$ cat src/rtl/fp_agen_pkg.sv
// Package: fp_agen_pkg
// Shared constants and helpers for the load address generator.
// Assumes the 2-bit form selector layout: bit 0 indexed, bit 1 update.
package fp_agen_pkg;
    localparam int FORM_W         = 2;
    localparam int FORM_BIT_INDEX = 0;
    localparam int FORM_BIT_UPD   = 1;

    // Returns 1 when the selector names an indexed form.
    function automatic logic form_is_indexed(input logic [FORM_W-1:0] f);
        return f[FORM_BIT_INDEX];
    endfunction

    // Returns 1 when the selector names an update form.
    function automatic logic form_is_update(input logic [FORM_W-1:0] f);
        return f[FORM_BIT_UPD];
    endfunction
endpackage

$ cat src/rtl/agen_base_sel.sv
// Module: agen_base_sel
// Picks the base term of the address and classifies the request.
// For forms without update, index zero gives the constant zero. Update
// forms always read the register and are illegal with index zero.
// Purely combinational; the caller registers the results.
module agen_base_sel #(
    parameter int XLEN  = 64,
    parameter int IDX_W = 5
) (
    input  logic             update,
    input  logic [IDX_W-1:0] base_idx,
    input  logic [XLEN-1:0]  base_val,
    output logic [XLEN-1:0]  base_term,
    output logic             form_bad,
    output logic             wb_req
);
    logic idx_zero;

    // Detect the register-zero encoding.
    always_comb idx_zero = (base_idx == '0);

    // Select the base term and decide between writeback and invalid.
    always_comb begin
        base_term = base_val;
        form_bad  = 1'b0;
        wb_req    = 1'b0;
        if (update) begin
            form_bad = idx_zero;
            wb_req   = !idx_zero;
        end else if (idx_zero) begin
            base_term = '0;
        end
    end
endmodule

$ cat src/rtl/agen_offset_sel.sv
// Module: agen_offset_sel
// Chooses the offset term: the sign-extended displacement or the full
// index register value. Assumes DISP_W is not larger than XLEN.
module agen_offset_sel #(
    parameter int XLEN   = 64,
    parameter int DISP_W = 16
) (
    input  logic              indexed,
    input  logic [DISP_W-1:0] disp,
    input  logic [XLEN-1:0]   index_val,
    output logic [XLEN-1:0]   offset
);
    localparam int EXT_W = XLEN - DISP_W;

    logic [XLEN-1:0] disp_ext;

    generate
        if (EXT_W > 0) begin : g_extend
            // Replicate the displacement sign bit into the upper bits.
            always_comb disp_ext = {{EXT_W{disp[DISP_W-1]}}, disp};
        end else begin : g_full
            // The displacement already fills the address width.
            always_comb disp_ext = disp;
        end
    endgenerate

    // Choose between the index register and the displacement.
    always_comb offset = indexed ? index_val : disp_ext;
endmodule

$ cat src/rtl/agen_adder.sv
// Module: agen_adder
// Adds the base and offset terms modulo 2^XLEN using a ripple of
// LANE_W-bit lanes. The carry out of the top lane is dropped.
// Assumes LANE_W divides XLEN.
module agen_adder #(
    parameter int XLEN   = 64,
    parameter int LANE_W = 16
) (
    input  logic [XLEN-1:0] a,
    input  logic [XLEN-1:0] b,
    output logic [XLEN-1:0] sum
);
    localparam int LANES = XLEN / LANE_W;

    logic [LANES:0] carry;

    // The lowest lane has no carry in.
    always_comb carry[0] = 1'b0;

    generate
        for (genvar g = 0; g < LANES; g++) begin : g_lane
            logic [LANE_W:0] lane_sum;
            // Add one lane together with the carry from the lane below.
            always_comb begin
                lane_sum = {1'b0, a[g*LANE_W +: LANE_W]}
                         + {1'b0, b[g*LANE_W +: LANE_W]}
                         + {{LANE_W{1'b0}}, carry[g]};
                sum[g*LANE_W +: LANE_W] = lane_sum[LANE_W-1:0];
                carry[g+1] = lane_sum[LANE_W];
            end
        end
    endgenerate

    logic carry_dropped;
    // The top carry is discarded because the sum wraps.
    always_comb carry_dropped = carry[LANES];
    wire unused_ok = &{1'b0, carry_dropped};
endmodule

$ cat src/rtl/agen_out_stage.sv
// Module: agen_out_stage
// Output register stage. The valid, writeback and invalid flags clear on
// synchronous active-low reset and drop in any cycle without a request.
// The data fields load only on a request and otherwise hold.
module agen_out_stage #(
    parameter int XLEN  = 64,
    parameter int IDX_W = 5
) (
    input  logic             clk,
    input  logic             rst_n,
    input  logic             req_valid,
    input  logic [XLEN-1:0]  req_ea,
    input  logic             req_wb,
    input  logic             req_bad,
    input  logic [IDX_W-1:0] req_idx,
    output logic             out_valid,
    output logic [XLEN-1:0]  out_ea,
    output logic             out_wb_en,
    output logic [IDX_W-1:0] out_wb_idx,
    output logic [XLEN-1:0]  out_wb_data,
    output logic             out_invalid
);
    // Control flags: cleared on reset, follow the request otherwise.
    always_ff @(posedge clk) begin
        if (!rst_n) begin
            out_valid   <= 1'b0;
            out_wb_en   <= 1'b0;
            out_invalid <= 1'b0;
        end else begin
            out_valid   <= req_valid;
            out_wb_en   <= req_valid && req_wb;
            out_invalid <= req_valid && req_bad;
        end
    end

    // Data fields: load on a request, hold otherwise.
    always_ff @(posedge clk) begin
        if (req_valid) begin
            out_ea      <= req_ea;
            out_wb_data <= req_ea;
            out_wb_idx  <= req_idx;
        end
    end

    // writeback and the invalid flag never appear together.
    p_wb_not_invalid_r8: assert property (@(posedge clk) disable iff (!rst_n)
        !(out_wb_en && out_invalid));

    // a writeback is only ever part of a valid result.
    p_wb_needs_valid_r7: assert property (@(posedge clk) disable iff (!rst_n)
        out_wb_en |-> out_valid);
endmodule

$ cat src/rtl/fp_load_agen.sv
// Module: fp_load_agen
// Top of the floating-point load address generator. It combines the base
// and offset terms, adds them modulo 2^XLEN and registers the address,
// the writeback request and the invalid flag for one cycle.
// Assumes the form selector layout defined in fp_agen_pkg.
module fp_load_agen
    import fp_agen_pkg::*;
#(
    parameter int XLEN   = 64,
    parameter int IDX_W  = 5,
    parameter int DISP_W = 16,
    parameter int LANE_W = 16
) (
    input  logic              clk,
    input  logic              rst_n,
    input  logic              in_valid,
    input  logic [1:0]        in_form,
    input  logic [IDX_W-1:0]  in_base_idx,
    input  logic [XLEN-1:0]   in_base_val,
    input  logic [XLEN-1:0]   in_index_val,
    input  logic [DISP_W-1:0] in_disp,
    output logic              out_valid,
    output logic [XLEN-1:0]   out_ea,
    output logic              out_wb_en,
    output logic [IDX_W-1:0]  out_wb_idx,
    output logic [XLEN-1:0]   out_wb_data,
    output logic              out_invalid
);
    logic            is_upd;
    logic            is_idx;
    logic [XLEN-1:0] base_term;
    logic [XLEN-1:0] offset;
    logic [XLEN-1:0] ea_next;
    logic            form_bad;
    logic            wb_req;

    // Decode the form selector.
    always_comb begin
        is_upd = form_is_update(in_form);
        is_idx = form_is_indexed(in_form);
    end

    agen_base_sel #(.XLEN(XLEN), .IDX_W(IDX_W)) u_base (
        .update    (is_upd),
        .base_idx  (in_base_idx),
        .base_val  (in_base_val),
        .base_term (base_term),
        .form_bad  (form_bad),
        .wb_req    (wb_req)
    );

    agen_offset_sel #(.XLEN(XLEN), .DISP_W(DISP_W)) u_off (
        .indexed   (is_idx),
        .disp      (in_disp),
        .index_val (in_index_val),
        .offset    (offset)
    );

    agen_adder #(.XLEN(XLEN), .LANE_W(LANE_W)) u_add (
        .a   (base_term),
        .b   (offset),
        .sum (ea_next)
    );

    agen_out_stage #(.XLEN(XLEN), .IDX_W(IDX_W)) u_out (
        .clk         (clk),
        .rst_n       (rst_n),
        .req_valid   (in_valid),
        .req_ea      (ea_next),
        .req_wb      (wb_req),
        .req_bad     (form_bad),
        .req_idx     (in_base_idx),
        .out_valid   (out_valid),
        .out_ea      (out_ea),
        .out_wb_en   (out_wb_en),
        .out_wb_idx  (out_wb_idx),
        .out_wb_data (out_wb_data),
        .out_invalid (out_invalid)
    );

    // a request produces a valid result on the next cycle.
    p_valid_follows_r10: assert property (@(posedge clk) disable iff (!rst_n)
        in_valid |=> out_valid);

    // an idle cycle produces no result and holds the address.
    p_idle_holds_r10: assert property (@(posedge clk) disable iff (!rst_n)
        !in_valid |=> (!out_valid && !out_wb_en && !out_invalid && $stable(out_ea)));

    // without update, register zero means the address is the offset alone.
    p_zero_base_r2: assert property (@(posedge clk) disable iff (!rst_n)
        (in_valid && !is_upd && in_base_idx == '0) |=> out_ea == $past(offset));

    // an update form naming register zero is flagged and does not write back.
    p_upd_zero_bad_r8: assert property (@(posedge clk) disable iff (!rst_n)
        (in_valid && is_upd && in_base_idx == '0) |=> (out_invalid && !out_wb_en));

    // an update form with a real base register requests writeback of it.
    p_upd_writes_r7: assert property (@(posedge clk) disable iff (!rst_n)
        (in_valid && is_upd && in_base_idx != '0)
        |=> (out_wb_en && out_wb_idx == $past(in_base_idx)));

    // an update form with index zero still adds the register contents.
    p_upd_uses_reg_r6: assert property (@(posedge clk) disable iff (!rst_n)
        (in_valid && is_upd) |=> out_ea == $past(in_base_val) + $past(offset));
endmodule

$ cat config.mk
export PLATFORM = sky130hd
export DESIGN_NAME = fp_load_agen
export DESIGN_NICKNAME = d
export VERILOG_FILES = /design/src/rtl/fp_agen_pkg.sv /design/src/rtl/agen_base_sel.sv /design/src/rtl/agen_offset_sel.sv /design/src/rtl/agen_adder.sv /design/src/rtl/agen_out_stage.sv /design/src/rtl/fp_load_agen.sv
export SDC_FILE = /design/constraint.sdc
export NUM_CORES = 1
export LEC_CHECK = 0
export ABC_AREA = 1
export CORE_ASPECT_RATIO = 1.4
export CORE_UTILIZATION = 45
export DETAILED_ROUTE_END_ITERATION = 6
export PLACE_DENSITY = 0.82
export SKIP_CTS_REPAIR_TIMING = 1
export SLEW_MARGIN = 25
export SYNTH_ARGS = -nofsm -noshare
export SYNTH_HDL_FRONTEND = slang
export SYNTH_SLANG_ARGS = --single-unit
$ cat constraint.sdc
create_clock -name clk -period 10.3 [get_ports clk]
set_clock_uncertainty 0.1 [all_clocks]
set_input_delay 2.06 -clock clk [delete_from_list [all_inputs] [get_ports clk]]
set_output_delay 2.06 -clock clk [all_outputs]
set_load 0.03 [all_outputs]
==> results.cfg <==
[status]
status = complete, no violations

[layout]
final_nets = 1582
postLayoutCellArea_mm2 = 0.0104
nFillCells = 1429
layout_commonest_cell = sky130_fd_sc_hd__nand2_1
final_layout_size_suffix_gt1_frac = 0.0271
layoutNonFillerInstCount = 1566
mostFrequentLayoutCells = 448 x sky130_fd_sc_hd__nand2_1, 287 x sky130_fd_sc_hd__clkdlybuf4s50_1, 199 x sky130_fd_sc_hd__inv_1, 100 x sky130_fd_sc_hd__nor2_1, 69 x sky130_fd_sc_hd__edfxtp_1
synthToLayoutAreaGrowth_pct = 38.6

[timing]
timing.final.crit_share = 0.871
max_slew.worst_pin.slew_ns = 0.968
min_period_ns = 8.98
setup-violations-final = 0
grt_setup_unrepaired = no
finalMaxSlewViolations = 0
clock.fmax_ghz = 0.111
maxSlewHeadroom = 0.355
setup-tns-final_ns = 0
number_of_hold_violations_in_the_final_report = 0

[grt]
via_count_of_the_first_global_routing_pass = 7337
antenna_found_initial = 1
globalRoute.totalOverflow = 0
grt_first_pass_wirelength_mm = 34.6
global_route.usage.total = 0.256
grt_start_max_net_pins = 71

[die]
floorplan.initialDensity = 0.462
floorplan.rows = 55
floorplan.die_area_mm2 = 0.0171
die_h_um = 154
floorplan.io_pins = 290
die_width_um = 111
core_region_area_mm2 = 0.0162

[hold_path]
hold_path_startpoint = in_base_idx[4]
timing.hold.worst_path_depth = 1
hold-path-endpoint = u_out.out_wb_idx[4]$_DFFE_PP_
hold_path_class = input port to register

[power]
peakVddDrop_mv = 0.110
power_report.internal_total_w = 0.000914
power.combinational.fraction = 0.499
swShare = 0.397
sw_pwr_w = 0.000602
cellPowerDensity_mw_per_mm2 = 146
power.share.clock = 0.223
leakagePower_nw = 5.44
power_frac_seq = 0.278

[logic_synthesis]
synthAdderAreaFrac = 0.119
synth-simple-area-share = 0.343
netlist_area_mm2 = 0.00747
ys_seq_elements = 72
synth_cell_types = 29
synth-seq-area-share = 0.285
synth-warning-count = 0
synth_area_leader_cell = sky130_fd_sc_hd__edfxtp_1
post_synth_net_total = 1359
post_synth_main_area_contributors = sky130_fd_sc_hd__edfxtp_1 28%, sky130_fd_sc_hd__nand2_1 22%, sky130_fd_sc_hd__ha_1 10%, sky130_fd_sc_hd__inv_1 10%, sky130_fd_sc_hd__buf_4 6.4%
syn_inst = 1138
synth_compound_gate_area_share = 0.0375
synth_top_family_by_area = simple AND/OR/NAND/NOR gates
post_synth_mux_area_share = 0
yosys.area_share.xor_xnor = 0.0328
synth_top_cell_area_share = 0.277
synth_area_per_cell_um2 = 6.57

[job]
maxCapViolCount = 0

[routing]
initialDrtViolationCount = 253
route.vias.total = 7523
totalWireLength_mm = 21.7
avgRoutedWirePerCell_um = 13.9
drt_first_pass_iters = 5
routed_via_density = 4.80
post-route-drc-count = 0
detail-route-antenna-nets = 0

[setup_path]
worstPathBufferInverterCount = 5
crit_type = input port to register
cp_data_required_time_ns = 10.31
critPathArrivalTime_ns = 8.99
critPathTopFamily = simple AND/OR/NAND/NOR gates
critical_path.max_fanout = 22
critPathSlowestCell = sky130_fd_sc_hd__fa_1
critPathCaptureType = register
critical-path-top-cell-by-count = sky130_fd_sc_hd__nand2_1
crit_path_max_incr_delay_ns = 0.49
setup.worst_path.start_class = input port

[clock_tree]
clkSinkCount = 72
cts_buffers = 9
clock_tree.root_cell = sky130_fd_sc_hd__clkbuf_16
clock_path_buffers = 2
clk_transition_reported_paths_ns = 0.06
cts_tree = yes
htree_num_levels = 3

[placed_design]
dpl.cell_count = 1549
place_hpwl_mm = 17.7
routabilityCongestion = 0.918
detailed_place.area_mm2 = 0.0100
buffer_ports.inserted = 289
-- final cells by class --
cell class,instances,area (um^2),share of cell area
diodes,1,2.50,0.000242
clock buffers,9,225,0.0217
clock inverters,7,86.3,0.00834
inverters,202,758,0.0732
multi-input cells,782,3980,0.384
flip-flops and latches,72,2130,0.206
well taps,199,249,0.0240
repair buffers,294,2920,0.282
-- per-stage QoR --
| stage | worst slack [ns] | total power, W | hold slack (ns) | util |
|---|---|---|---|---|
| after floorplan | 2.34 | 0.000927 | 2.06 | - |
| after global placement | 1.25 | 0.00117 | 2.53 | 0.621 |
| after detailed placement | 0.977 | 0.00118 | 2.54 | 0.621 |
| after CTS | 1.31 | 0.00152 | 2.18 | 0.640 |
| after global routing | 0.598 | 0.00160 | 2.19 | 0.640 |
| final | 1.32 | 0.00152 | 2.19 | 0.640 |
-- synthesized netlist by cell type --
library cell	instances
sky130_fd_sc_hd__fa_1	7
sky130_fd_sc_hd__nand2_1	448
sky130_fd_sc_hd__buf_6	6
sky130_fd_sc_hd__nand4_2	1
sky130_fd_sc_hd__edfxtp_1	69
sky130_fd_sc_hd__o21ai_0	1
sky130_fd_sc_hd__clkbuf_1	3
sky130_fd_sc_hd__inv_2	3
sky130_fd_sc_hd__nor2_1	100
sky130_fd_sc_hd__xnor2_1	8
sky130_fd_sc_hd__o21bai_2	4
sky130_fd_sc_hd__nand4_1	5
sky130_fd_sc_hd__ha_1	60
sky130_fd_sc_hd__nor3_1	10
sky130_fd_sc_hd__a21oi_1	38
sky130_fd_sc_hd__buf_2	9
sky130_fd_sc_hd__and2_1	7
sky130_fd_sc_hd__o21a_1	1
sky130_fd_sc_hd__or2_0	3
sky130_fd_sc_hd__nand3_1	57
sky130_fd_sc_hd__or2_1	1
sky130_fd_sc_hd__inv_1	199
sky130_fd_sc_hd__nor3_2	4
sky130_fd_sc_hd__nand2_2	3
sky130_fd_sc_hd__xor2_1	20
sky130_fd_sc_hd__dfxtp_1	3
sky130_fd_sc_hd__buf_4	64
sky130_fd_sc_hd__a21oi_2	2
sky130_fd_sc_hd__a211oi_1	2
-- routing by layer --
layer / vias up / share of wire / GRT usage
met4: 0 / 0.040 / 0.135
met2: 265 / 0.52 / 0.477
met3: 55 / 0.057 / 0.0388
met1: 3338 / 0.38 / 0.276
li1: 3865 / - / -
met5: - / 0 / 0
-- logic make-up after synthesis --
family          after synthesis
buf+inv                     284
simple gates                639
flops                        72
fa+ha+maj                    67
compound gates               48
xor+xnor                     28
-- flip-flops by register name, summed over array words and instances (netlist names) --
name / count
u_out.out_wb_idx: 5
u_out.out_wb_en: 1
u_out.out_wb_data: 64
u_out.out_valid: 1
u_out.out_invalid: 1
-- power by group through the flow --
stage	Combinational [W]	Clock [W]	Sequential, W
2_1_floorplan	0.000409	0	0.000517
3_3_place_gp	0.000747	0	0.000425
6_report	0.000757	0.000338	0.000421
4_1_cts	0.000758	0.000344	0.000422
3_5_place_dp	0.000756	0	0.000427
5_1_grt	0.000816	0.000353	0.000427
-- worst max path at each step --
| stage | cells after the start | endpoint | startpoint |
|---|---|---|---|
| final | 41 | u_out.out_wb_data[60]$_DFFE_PP_ | in_base_idx[1] |
| after global routing | 39 | u_out.out_wb_data[60]$_DFFE_PP_ | in_base_idx[1] |
| after CTS | 41 | u_out.out_wb_data[60]$_DFFE_PP_ | in_base_idx[1] |
| after detailed placement | 41 | u_out.out_wb_data[60]$_DFFE_PP_ | in_base_idx[1] |
| after global placement | 39 | u_out.out_wb_data[60]$_DFFE_PP_ | in_base_idx[0] |
| after floorplan | 40 | u_out.out_wb_data[60]$_DFFE_PP_ | in_base_idx[1] |
Power figures use the tool's default switching activity.
